**src/rtl/vpu_pkg.sv**
```systemverilog
// Package: shared widths and helpers for the vector priority unit.
// Assumes 8-bit vectors whose upper nibble is the priority class.
package vpu_pkg;
    localparam int VEC_W = 8;
    localparam int CLS_W = 4;
    localparam int SVR_W = 16;
    localparam int SVR_EN_BIT  = 8;
    localparam int SVR_DIR_BIT = 12;

    // Priority class of a vector (upper nibble).
    function automatic logic [CLS_W-1:0] prio_class(input logic [VEC_W-1:0] v);
        return v[VEC_W-1 -: CLS_W];
    endfunction
endpackage

```
**src/rtl/vpu_grp_enc.sv**
```systemverilog
// Module: vpu_grp_enc
// Finds the highest set bit of one group of the vector set.
// Purely combinational; the caller registers the result.
module vpu_grp_enc #(
    parameter int GRP_W = 32,
    localparam int IDX_W = $clog2(GRP_W)
) (
    input  logic [GRP_W-1:0] bits,
    output logic             any,
    output logic [IDX_W-1:0] idx
);
    // Ascending scan so the highest set bit is the last one kept.
    always_comb begin
        any = 1'b0;
        idx = '0;
        for (int i = 0; i < GRP_W; i++) begin
            if (bits[i]) begin
                any = 1'b1;
                idx = IDX_W'(i);
            end
        end
    end
endmodule

```
**src/rtl/vpu_hi_find.sv**
```systemverilog
// Module: vpu_hi_find
// Two-level highest-set-bit search over a vector set. Level one encodes each
// group from the next-state value and registers it, so after the edge that
// updates the set the result already matches it. Level two selects the highest
// non-empty group combinationally. Assumes at least two groups.
module vpu_hi_find #(
    parameter int NUM_VEC = 256,
    parameter int GRP_W   = 32,
    localparam int NUM_GRP = NUM_VEC / GRP_W,
    localparam int IDX_W   = $clog2(GRP_W),
    localparam int GSEL_W  = $clog2(NUM_GRP),
    localparam int VW      = $clog2(NUM_VEC)
) (
    input  logic               clk,
    input  logic               rst_n,
    input  logic [NUM_VEC-1:0] vec_nxt,
    output logic               any,
    output logic [VW-1:0]      top
);
    logic [NUM_GRP-1:0] g_any_c, g_any_q;
    logic [IDX_W-1:0]   g_idx_c [NUM_GRP];
    logic [IDX_W-1:0]   g_idx_q [NUM_GRP];

    for (genvar g = 0; g < NUM_GRP; g++) begin : g_grp
        vpu_grp_enc #(.GRP_W(GRP_W)) u_enc (
            .bits (vec_nxt[g*GRP_W +: GRP_W]),
            .any  (g_any_c[g]),
            .idx  (g_idx_c[g])
        );

        // Register this group's summary alongside the set itself.
        always_ff @(posedge clk) begin
            if (!rst_n) begin
                g_any_q[g] <= 1'b0;
                g_idx_q[g] <= '0;
            end else begin
                g_any_q[g] <= g_any_c[g];
                g_idx_q[g] <= g_idx_c[g];
            end
        end
    end

    // Pick the highest non-empty group and join its index.
    always_comb begin
        any = 1'b0;
        top = '0;
        for (int g = 0; g < NUM_GRP; g++) begin
            if (g_any_q[g]) begin
                any = 1'b1;
                top = {GSEL_W'(g), g_idx_q[g]};
            end
        end
    end
endmodule

```
**src/rtl/vpu_prio_calc.sv**
```systemverilog
// Module: vpu_prio_calc
// Forms the processor priority from the task priority and the top in-service
// vector, and decides whether the top request may be delivered.
module vpu_prio_calc
    import vpu_pkg::*;
(
    input  logic [VEC_W-1:0] tpr,
    input  logic             isr_any,
    input  logic [VEC_W-1:0] isr_top,
    input  logic             irr_any,
    input  logic [VEC_W-1:0] irr_top,
    output logic [VEC_W-1:0] ppr,
    output logic             deliverable
);
    logic [CLS_W-1:0] isr_cls;

    // Processor priority: the larger of task class and in-service class.
    always_comb begin
        isr_cls = isr_any ? prio_class(isr_top) : '0;
        if (prio_class(tpr) >= isr_cls) ppr = tpr;
        else                            ppr = {isr_cls, {(VEC_W-CLS_W){1'b0}}};
    end

    // Top request passes when priority is zero or its class is strictly above.
    always_comb begin
        deliverable = irr_any &&
                      ((ppr == '0) || (prio_class(irr_top) > prio_class(ppr)));
    end
endmodule

```
**src/rtl/vpu_accept_unit.sv**
```systemverilog
// Module: vpu_accept_unit (top)
// Holds request, in-service and trigger sets for one processor, answers
// acknowledges with a serviced or spurious vector, retires vectors on
// end-of-interrupt and broadcasts level-triggered retirements.
// Assumes at most one request, acknowledge and EOI per cycle each; a request
// arriving in the same cycle as the acknowledge of that vector leaves its
// request bit set.
module vpu_accept_unit
    import vpu_pkg::*;
#(
    parameter int GRP_W = 32,
    localparam int NUM_VEC = 1 << VEC_W
) (
    input  logic             clk,
    input  logic             rst_n,
    input  logic             req_valid,
    input  logic [VEC_W-1:0] req_vector,
    input  logic             req_level,
    input  logic             ack_req,
    output logic             ack_done,
    output logic             ack_vld,
    output logic [VEC_W-1:0] ack_vector,
    input  logic             eoi_strobe,
    output logic             eoi_bc_valid,
    output logic [VEC_W-1:0] eoi_bc_vector,
    input  logic             tpr_we,
    input  logic [VEC_W-1:0] tpr_wdata,
    input  logic             svr_we,
    input  logic [SVR_W-1:0] svr_wdata,
    output logic [VEC_W-1:0] ppr_out,
    output logic             irq_pending
);
    localparam logic [NUM_VEC-1:0] ONE = {{(NUM_VEC-1){1'b0}}, 1'b1};

    logic [NUM_VEC-1:0] irr_q, isr_q, tmr_q, irr_nxt, isr_nxt;
    logic [NUM_VEC-1:0] set_m, take_m, eoi_m;
    logic [VEC_W-1:0]   tpr_q, sv_vec_q;
    logic               sv_en_q, sv_dir_q;
    logic               irr_any, isr_any, deliverable, ack_take, eoi_take;
    logic [VEC_W-1:0]   irr_top, isr_top;

    // Highest request and highest in-service vector.
    vpu_hi_find #(.NUM_VEC(NUM_VEC), .GRP_W(GRP_W)) u_irr_find (
        .clk(clk), .rst_n(rst_n), .vec_nxt(irr_nxt), .any(irr_any), .top(irr_top)
    );
    vpu_hi_find #(.NUM_VEC(NUM_VEC), .GRP_W(GRP_W)) u_isr_find (
        .clk(clk), .rst_n(rst_n), .vec_nxt(isr_nxt), .any(isr_any), .top(isr_top)
    );

    vpu_prio_calc u_prio (
        .tpr(tpr_q), .isr_any(isr_any), .isr_top(isr_top),
        .irr_any(irr_any), .irr_top(irr_top),
        .ppr(ppr_out), .deliverable(deliverable)
    );

    // Decide which bits move this cycle.
    always_comb begin
        ack_take = ack_req && sv_en_q && deliverable;
        eoi_take = eoi_strobe && isr_any;
        set_m    = req_valid ? (ONE << req_vector) : '0;
        take_m   = ack_take  ? (ONE << irr_top)    : '0;
        eoi_m    = eoi_take  ? (ONE << isr_top)    : '0;
        irr_nxt  = (irr_q & ~take_m) | set_m;
        isr_nxt  = (isr_q & ~eoi_m)  | take_m;
    end

    // Vector-set state.
    always_ff @(posedge clk) begin
        if (!rst_n) begin
            irr_q <= '0;
            isr_q <= '0;
            tmr_q <= '0;
        end else begin
            irr_q <= irr_nxt;
            isr_q <= isr_nxt;
            if (req_valid) tmr_q[req_vector] <= req_level;
        end
    end

    // Task priority and spurious-vector register.
    always_ff @(posedge clk) begin
        if (!rst_n) begin
            tpr_q    <= '0;
            sv_vec_q <= '1;
            sv_en_q  <= 1'b0;
            sv_dir_q <= 1'b0;
        end else begin
            if (tpr_we) tpr_q <= tpr_wdata;
            if (svr_we) begin
                sv_vec_q <= svr_wdata[VEC_W-1:0];
                sv_en_q  <= svr_wdata[SVR_EN_BIT];
                sv_dir_q <= svr_wdata[SVR_DIR_BIT];
            end
        end
    end

    // Acknowledge answer, one cycle after the request.
    always_ff @(posedge clk) begin
        if (!rst_n) begin
            ack_done   <= 1'b0;
            ack_vld    <= 1'b0;
            ack_vector <= '0;
        end else begin
            ack_done   <= ack_req;
            ack_vld    <= ack_req && sv_en_q && irr_any;
            ack_vector <= deliverable ? irr_top : sv_vec_q;
        end
    end

    // End-of-interrupt broadcast for retired level-triggered vectors.
    always_ff @(posedge clk) begin
        if (!rst_n) begin
            eoi_bc_valid  <= 1'b0;
            eoi_bc_vector <= '0;
        end else begin
            eoi_bc_valid  <= eoi_take && tmr_q[isr_top] && !sv_dir_q;
            eoi_bc_vector <= isr_top;
        end
    end

    assign irq_pending = sv_en_q && deliverable;
endmodule

```
**config.mk**
```make
export PLATFORM = sky130hd
export DESIGN_NAME = vpu_accept_unit
export DESIGN_NICKNAME = d
export VERILOG_FILES = /design/src/rtl/vpu_pkg.sv /design/src/rtl/vpu_grp_enc.sv /design/src/rtl/vpu_hi_find.sv /design/src/rtl/vpu_prio_calc.sv /design/src/rtl/vpu_accept_unit.sv
export SDC_FILE = /design/constraint.sdc
export NUM_CORES = 2
export LEC_CHECK = 0
export ABC_AREA = 1
export BUFFER_PORTS_ARGS = -buffer_cell sky130_fd_sc_hd__clkbuf_2
export CAP_MARGIN = 10
export CORE_MARGIN = 1.5
export CORE_UTILIZATION = 35
export CTS_BUF_LIST = sky130_fd_sc_hd__clkbuf_16
export DETAILED_ROUTE_END_ITERATION = 6
export PLACE_DENSITY_LB_ADDON = 0.2
export SLEW_MARGIN = 5
export SYNTH_ARGS = -nofsm -noshare
export SYNTH_HDL_FRONTEND = slang
export SYNTH_HIERARCHICAL = 1
export SYNTH_SLANG_ARGS = --single-unit
```
**constraint.sdc**
```tcl
create_clock -name clk -period 6.3 [get_ports clk]
set_clock_uncertainty 0.15 [all_clocks]
set_input_delay 0.945 -clock clk [delete_from_list [all_inputs] [get_ports clk]]
set_output_delay 0.945 -clock clk [all_outputs]
set_load 0.02 [all_outputs]
```
==> flow_summary.toml <==
[status]
status = "finished with violations"
failed_checks = "design-rule violations"

[yosys]
synthFlopType = "dfxtp_1"
synth_seq_area_share_pct = 38.20
ys_types = 39
synth_edf_count = 0
ys_ff_latch = 901
avgSynthCellArea_um2 = 6.144
yosys_warnings = 6
async_flop_share_pct = 0
synth.top_cell.area_share_pct = 38.20
syn_inst = 7685
syn_area_mm2 = 0.04722
ys_top_cells_by_area = "dfxtp_1, nand2_1, a21oi_1"
yosysTopAreaCell = "dfxtp_1"
syn_nets = 7732

[clock_network]
cts_max_level = 3
clockBufferDepth = 3
cts_hold_buf = 0
cts_buffers = 108
path_clk_slew_ns = 0.06
tritoncts = "yes"
clk_latency_ns = 0.77
clock_tree.root_cell = "clkbuf_16"
cts.sinks = 901

[placed_design]
dp_hpwl_um = 157000
detailed_place.area_mm2 = 0.04960
routabilityCongestion = 0.9995
place_worst_setup_slack_ns = 0.2412
io_buffers = 61

[global_routing]
grt_pass1_vias = 45707
grt_max_degree = 197
antenna_found_initial = 15
grt_usage_pct = 30.89
grt_pass1_wl_um = 309000
overflow = 0

[drt]
drtIter0Drc = 5797
drcViolationCount = 14
ant_nets = 0
wire_per_inst_um = 22.98
vias_per_cell = 5.291
drt-total-wl_um = 218600
firstDrtPassIters = 7
num_vias = 50335

[power_and_ir_drop]
peakVddDrop_uv = 210.3
switchingPower_w = 0.003536
internal_power_w = 0.009905
seqPwrFrac_pct = 42.9
p_leak_nw = 24.76
p_sw_share_pct = 26.31
combPwrFrac_pct = 7.4
clkPwrFrac_pct = 49.7
power_density_mw_per_mm2 = 249.5

[setup_path]
critPathBufInv = 11
slowest_stage = "dfxtp_4"
path_class = "reg2reg"
r2r_slack_ns = 0.36
max_stage_delay_ns = 0.37
cp.required_ns = 6.84
crit_fanout = 30
worstPathArrival_ns = 6.48
crit_family = "simple AND/OR/NAND/NOR gates"
startpoint_type = "flip-flop"
critPathMostFrequentCell = "nand2_1"
cp-end-kind = "flip-flop"

[final_layout]
drive_gt1_share_pct = 10.41
final_net_count = 7705
fin_area_mm2 = 0.05388
synthToLayoutAreaGrowth_pct = 14.12

[timing]
drv_slew = 0
setup_slack_ns = 0.3569
min_period_over_period_pct = 94.33
slew-limit-headroom_pct = 10.99
fmax_ghz = 0.1683
rsz0062_at_grt = "true"
finalSetupViolations = 0
fin_crit_ns = 5.943
worstMarginPinSlew_ns = 1.335
hold_viol_final = 0

[job]
maxCapViolations = 0

[floorplanning]
num_rows = 134
dieArea_mm2 = 0.1371
core-area_mm2 = 0.1336
io_pins = 68
die_y_um = 370.3
start_util_pct = 35.33
die_w_um = 370.3

[min_path]
hold_path_class = "in2reg"
## worst reg2reg max path: cells and delay by family, from the launching register on
kind	cells	cell delay [ns]
fa+ha+maj	2	0.47
compound gates	3	0.64
buf+inv	11	1.41
flops	1	0.37
simple gates	23	2.87
## cell usage after synthesis, types with 2 or more instances
master and count:
nand2_1 2490, o21a_1 2, buf_6 2, nor3_2 2
a31oi_1 16, clkinv_1 18, nor2_2 24, a21oi_1 801
nor3_1 378, nand4_1 105, o31ai_1 16, bufinv_8 16
nor2_4 17, nor2_1 801, buf_1 58, inv_1 661
inv_2 232, nand3_1 325, clkbuf_1 235, o21ai_1 235
inv_8 2, inv_4 3, buf_12 2, nand3b_1 2
o21bai_1 16, buf_2 97, a22oi_1 10, o21ai_2 3
nand2_2 4, buf_4 9, nor4_1 18, nor4_2 4
dfxtp_1 901, ha_1 7, o21ai_0 168, nand3_2 2
## layer usage
layer  track usage, %  vias to the layer above  wire length, um
met4            17.35                       20            13860
met2            47.48                     2229            93790
met5                0                        -              126
met1            40.36                    23212            92000
met3            6.025                      567            18790
li1                 -                    24307                -
## cells in the final DEF (no fill, tap or decap), drive strengths merged
cell and instances:
nand2 2495, inv 910, dfxtp 901, nor2 843, a21oi 802, o21ai 406
nor3 380, nand3 327, buf 204, clkbuf 173, nand4 105, clkinv 60
bufinv 35, nor4 22, a31oi 16, o21bai 16, o31ai 16, a22oi 10
clkinvlp 9, ha 7, diode 4, nand3b 2, o21a 2
## state kept, by name, indices dropped and copies added, names as in the netlist
name and cells:
eoi_bc_valid 1, isr_q 256, ack_done 1, ack_vld 1, irr_q 256, u_isr_find/g_idx_q 40
u_isr_find/g_any_q 8, u_irr_find/g_any_q 8, sv_vec_q 8, sv_dir_q 1, tmr_q 256, tpr_q 8
sv_en_q 1, eoi_bc_vector 8, u_irr_find/g_idx_q 40, ack_vector 8
## cells by family (layout without fill, tap and decap cells)
family          count (synthesis)  after routing  synth area share, %
simple gates                 4174           4174                36.31
flops                         901            901                38.20
buf+inv                      1335           1391                11.56
fa+ha+maj                       7              7               0.1855
other cells                     0              4                    0
compound gates               1268           1268                13.75
## what timing repair did
| action | in CTS | in global routing |
|---|---|---|
| setup endpoints to repair | 0 | 29 |
| endpoints found under the hold margin | 0 | 0 |
| buffers inserted | 0 | 31 |
| resized for setup | 0 | 73 |
## final timing paths
kind,end,cells after the start,start
setup / recovery,u_irr_find/g_idx_q[0][8],39,u_isr_find/g_any_q[2]
setup reg to reg,u_irr_find/g_idx_q[0][8],39,u_isr_find/g_any_q[2]
hold / removal,tpr_q[7],3,tpr_wdata[7]
hold reg to reg,sv_vec_q[1],2,sv_vec_q[1]
## metrics by stage
stage / TNS [ns] / hold slack, ns / cells / utilization [%] / total power [W]
after detailed placement: 0 / 0.2908 / 9283 / 37.12 / 0.006813
after global placement: 0 / 0.2847 / 9283 / 37.12 / 0.006814
after floorplan: 0 / 0.2736 / 7685 / - / 0.006424
after CTS: 0 / 0.2414 / 9476 / 39.88 / 0.01344
final: 0 / 0.2752 / 9513 / 40.32 / 0.01344
after global routing: -0.5064 / 0.2797 / 9509 / 40.32 / 0.01379
## area by class of cell
| type | count | area [um2] |
|---|---|---|
| diodes | 4 | 10.01 |
| multi-input cells | 5449 | 24060 |
| well taps | 1768 | 2212 |
| repair buffers | 266 | 2118 |
| fillers | 14548 | 79740 |
| flip-flops and latches | 901 | 18050 |
| clock buffers | 111 | 2778 |
| clock inverters | 82 | 912.1 |
| inverters | 932 | 3749 |
## power by group through the flow
stage	sequential (W)	clock, W	combinational, W
floorplan	0.00590	0	0.000529
global placement	0.00589	0	0.000924
detailed placement	0.00589	0	0.000923
CTS	0.00576	0.00675	0.000926
global route	0.00577	0.00698	0.00105
finish	0.00576	0.00668	0.000999
(Power assumes the default switching activity.)
